File: config.mk
export PLATFORM = sky130hd
export DESIGN_NAME = parity_trap_ctl
export DESIGN_NICKNAME = d
export VERILOG_FILES = /design/src/rtl/parity_trap_ctl_pkg.sv /design/src/rtl/parity_trap_ctl_seq.sv /design/src/rtl/parity_trap_ctl_regs.sv /design/src/rtl/parity_trap_ctl.sv
export SDC_FILE = /design/constraint.sdc
export NUM_CORES = 1
export LEC_CHECK = 0
export CAP_MARGIN = 0
export CORE_MARGIN = 2
export CORE_UTILIZATION = 30
export CTS_BUF_LIST = sky130_fd_sc_hd__clkbuf_8
export DETAILED_ROUTE_END_ITERATION = 10
export PLACE_DENSITY_LB_ADDON = 0.3
export REMOVE_ABC_BUFFERS = 1
export SLEW_MARGIN = 20
export SYNTH_ARGS = -nofsm -noshare
export SYNTH_HDL_FRONTEND = slang
export SYNTH_HIERARCHICAL = 1
export SYNTH_SLANG_ARGS = --single-unit
File: constraint.sdc
create_clock -name clk -period 1.35 [get_ports clk]
set_clock_uncertainty 0.15 [all_clocks]
set_input_delay 0.2025 -clock clk [delete_from_list [all_inputs] [get_ports clk]]
set_output_delay 0.2025 -clock clk [all_outputs]
set_load 0.005 [all_outputs]
File: src/rtl/parity_trap_ctl_pkg.sv
package parity_trap_ctl_pkg;
  localparam int ERR_POS = 0;
  localparam int TE_POS  = 1;
  localparam int HE_POS  = 2;
  localparam int CTL_BITS = 3;

  typedef struct packed {
    logic errSet;
    logic errClr;
    logic teLoad;
    logic teVal;
    logic heLoad;
    logic heVal;
    logic trapSet;
    logic trapClr;
    logic haltFire;
    logic consSet;
    logic consClr;
  } parStrobe_t;
endpackage

File: src/rtl/parity_trap_ctl_seq.sv
module parity_trap_ctl_seq
  import parity_trap_ctl_pkg::*;
(
  input  logic                parityErr,
  input  logic                sysInit,
  input  logic                busWrEn,
  input  logic [CTL_BITS-1:0] wrBits,
  input  logic                trapAck,
  input  logic                trapEn,
  input  logic                haltEn,
  output parStrobe_t          stb
);
  logic haltHit;
  logic trapHit;

  // halt outranks trap; enables used are the ones held before this edge
  assign haltHit = parityErr & haltEn;
  assign trapHit = parityErr & trapEn & ~haltEn;

  always_comb begin
    stb          = '0;
    stb.errSet   = parityErr;
    stb.errClr   = busWrEn & wrBits[ERR_POS] & ~parityErr;
    stb.teLoad   = busWrEn | sysInit;
    stb.teVal    = ~sysInit & wrBits[TE_POS];
    stb.heLoad   = busWrEn;
    stb.heVal    = wrBits[HE_POS];
    stb.trapSet  = trapHit;
    stb.trapClr  = (trapAck | sysInit) & ~trapHit;
    stb.haltFire = haltHit;
    stb.consSet  = haltHit;
    stb.consClr  = sysInit & ~haltHit;
  end
endmodule

File: src/rtl/parity_trap_ctl_regs.sv
module parity_trap_ctl_regs
  import parity_trap_ctl_pkg::*;
#(
  parameter int DATA_W = 16
) (
  input  logic              clk,
  input  logic              rstN,
  input  parStrobe_t        stb,
  output logic              trapEn,
  output logic              haltEn,
  output logic              trapReq,
  output logic              haltReq,
  output logic              consoleFlag,
  output logic [DATA_W-1:0] rdWord
);
  logic errFlag;

  always_ff @(posedge clk or negedge rstN) begin
    if (!rstN) begin
      errFlag     <= 1'b0;
      trapEn      <= 1'b0;
      haltEn      <= 1'b0;
      trapReq     <= 1'b0;
      haltReq     <= 1'b0;
      consoleFlag <= 1'b0;
    end else begin
      if (stb.errSet)      errFlag <= 1'b1;
      else if (stb.errClr) errFlag <= 1'b0;
      if (stb.teLoad)      trapEn  <= stb.teVal;
      if (stb.heLoad)      haltEn  <= stb.heVal;
      if (stb.trapSet)      trapReq <= 1'b1;
      else if (stb.trapClr) trapReq <= 1'b0;
      haltReq <= stb.haltFire;
      if (stb.consSet)      consoleFlag <= 1'b1;
      else if (stb.consClr) consoleFlag <= 1'b0;
    end
  end

  always_comb begin
    rdWord         = '0;
    rdWord[ERR_POS] = errFlag;
    rdWord[TE_POS]  = trapEn;
    rdWord[HE_POS]  = haltEn;
  end
endmodule

File: src/rtl/parity_trap_ctl.sv
module parity_trap_ctl
  import parity_trap_ctl_pkg::*;
#(
  parameter int             DATA_W   = 16,
  parameter int             VEC_W    = 9,
  parameter logic [VEC_W-1:0] TRAP_VEC = 9'o114
) (
  input  logic              clk,
  input  logic              rstN,
  input  logic              parityErr,
  input  logic              sysInit,
  input  logic              busWrEn,
  input  logic [DATA_W-1:0] busWrData,
  output logic [DATA_W-1:0] busRdData,
  input  logic              trapAck,
  output logic              trapReq,
  output logic [VEC_W-1:0]  trapVector,
  output logic              haltReq,
  output logic              consoleFlag
);
  parStrobe_t stb;
  logic       trapEn;
  logic       haltEn;

  parity_trap_ctl_seq u_seq (
    .parityErr (parityErr),
    .sysInit   (sysInit),
    .busWrEn   (busWrEn),
    .wrBits    (busWrData[CTL_BITS-1:0]),
    .trapAck   (trapAck),
    .trapEn    (trapEn),
    .haltEn    (haltEn),
    .stb       (stb)
  );

  parity_trap_ctl_regs #(.DATA_W(DATA_W)) u_regs (
    .clk         (clk),
    .rstN        (rstN),
    .stb         (stb),
    .trapEn      (trapEn),
    .haltEn      (haltEn),
    .trapReq     (trapReq),
    .haltReq     (haltReq),
    .consoleFlag (consoleFlag),
    .rdWord      (busRdData)
  );

  assign trapVector = TRAP_VEC;
endmodule

==> results.toml <==
[power_and_ir_drop]
p_leak_nw = 0.323
ir_worst_vdd_mv = 0.560
powerDensity_nw_per_um2 = 1000

[critical_path]
crit_type = "reg -> out"
cp_cell_sequence = "dlygate4sd2_1"
end_kind = "output port"
cp_slowest_stage_delay_ns = 0.39
critical_path_peak_fanout = 3
worstSetupStartpointType = "flip-flop"
crit_slowest_cell = "dfrtp_1"
critPathTopFamily = "flip-flops"
critPathBufInv = 1
cp.arrival_ns = 0.87
worstPathRequired_ns = 1.00

[sta]
max_freq_mhz = 816
setup_slack_ns = 0.125
hold_ws_ns = 0.0814
finalSetupViolations = 0
finalSetupTns_ns = 0
period_minus_slack_ns = 1.23
rsz0062_at_grt = "no"
min_period_over_period_pct = 90.8
slew_viol_final = 0
final_hold_viol_count = 0

[global_route]
grt_start_max_net_pins = 7
overflow = 0
first_global_vias = 260
antenna_found_initial = 0
grt_pass1_wl_um = 1040
grtUsageTotal_pct = 7.92

[finish]
fillers = 165
final_nets = 90
multi_input_area_um2 = 189
layout-drive-gt1-share_pct = 16.7
fin_cells = 82
syn2layout_area_growth_pct = 12.2
regArea_um2 = 150
finish.utilization_pct = 36.8
antenna_cells = 0

[routing]
drt_iter0_markers = 0
drt_wl_total_um = 665
ant_nets = 0
wl_per_cell_um = 8.11
drt_first_pass_iters = 1
num_vias = 292
vias_per_cell = 3.56
drc_errors = 0

[logic_synthesis]
netlist_top_cells_area = "buf_4 (45%), dfrtp_1 (29%), mux2_4 (5.9%)"
ys_seq_elements = 6
ys_types = 13
synth_enable_flop_cells = 0
synth_cells = 57
synth_top_flop_cell = "dfrtp_1"
synth.avg_cell_area_um2 = 8.98
yosys_warnings = 6
syn-cell-area_um2 = 512
synth_most_common_cell = "buf_4"
synthArstFlopShare_pct = 100
synth_area_leader_cell = "buf_4"
synth_common_cells = "buf_4 (31), dfrtp_1 (6), a21o_1 (3), conb_1 (3), inv_1 (3)"
yosysTopAreaCellShare_pct = 45.5
yosysSeqAreaShare_pct = 29.3

[floorplanning]
dieArea_um2 = 2050
rows = 14
die_y_um = 45.3
chipWidth_um = 45.3
initial_utilization_pct = 32.8
coreArea_um2 = 1560
ios = 50

[clocking]
cts_hold_buf = 0
clk_pin_slew_ns = 0.03
cts_sinks = 6
clk_latency_ns = 0.22
cts_buffers = 3
cts_tree = "done"
cts.repair.resized = 6
htreeDepth = 1
cts_buffer_depth = 2
root_buffer = "clkbuf_8"
cts_setup_buffers = 0

[placement]
io_buffers = 14
dp.cells = 79
place.gp.congestion = 0.664
dp_hpwl_um = 595
dp_slack_ns = -0.0836

[hold_path]
hold_class = "in -> async"

[flow_run]
cap_violations = 0

[status]
status = "complete, no violations"
-- per-layer routing --
layer  wire length, um  track usage, %
met3                90            2.80
met4                19            8.82
met2               327            12.6
met1               228            7.37
met5                 0               0
-- cell type report --
class,instances,area share [%]
multi-input combinational,36,32.9
timing repair buffer,18,28.3
sequential,6,26.1
clock buffer,3,7.19
tap,16,3.49
inverter,3,1.96
-- layout by cell type, fill, tap and decap left out --
cell type / instances
nor2_1: 2
nor2b_1: 1
inv_1: 3
a21o_1: 3
o22a_1: 1
dlygate4sd2_1: 6
clkbuf_8: 3
buf_4: 4
or2_1: 1
conb_1: 22
mux2_4: 2
and2_4: 1
nor2b_2: 1
nand2_1: 2
dfrtp_1: 6
clkdlybuf4s50_1: 8
-- metrics by stage --
stage               power, mW  area (um2)
detailed placement      0.330         541
global route            0.620         574
CTS                     0.582         574
floorplan               0.253         350
global placement        0.327         541
finish                  0.576         574
-- cell families (layout without fill, tap and decap cells) --
logic type	after synthesis	in the layout	synth area share (%)
flip-flops	6	6	29.3
buffers and inverters	34	24	47.7
AND/OR/NAND/NOR	8	8	8.81
AO/OA/AOI/OAI	4	4	6.11
other	3	22	2.20
multiplexers	2	2	5.87
-- sequential cells by signal, indices dropped and copies added (netlist names) --
| register | cells |
|---|---|
| u_regs/haltReq | 1 |
| u_regs/trapEn | 1 |
| u_regs/haltEn | 1 |
| u_regs/errFlag | 1 |
| u_regs/consoleFlag | 1 |
| u_regs/trapReq | 1 |
-- power by group --
part           switching, mW  total, mW  leakage [nW]  internal, mW
Sequential           0.00758      0.204        0.0724         0.196
Clock                 0.0698      0.261        0.0216         0.191
Combinational         0.0458      0.112         0.229        0.0658
Total                  0.123      0.576         0.323         0.453
-- worst paths after layout --
path                           startpoint                 end  slack, ns  cells after the start
min in group clk           u_regs/trapReq      u_regs/trapReq       0.32                      1
max in group asynchronous            rstN      u_regs/trapReq       0.75                      1
setup / recovery            u_regs/trapEn        busRdData[1]       0.12                      1
hold / removal                       rstN  u_regs/consoleFlag       0.08                      1
setup reg to reg            u_regs/haltEn  u_regs/consoleFlag       0.16                      5
hold reg to reg            u_regs/trapReq      u_regs/trapReq       0.32                      1
Power figures use the tool's default switching activity.
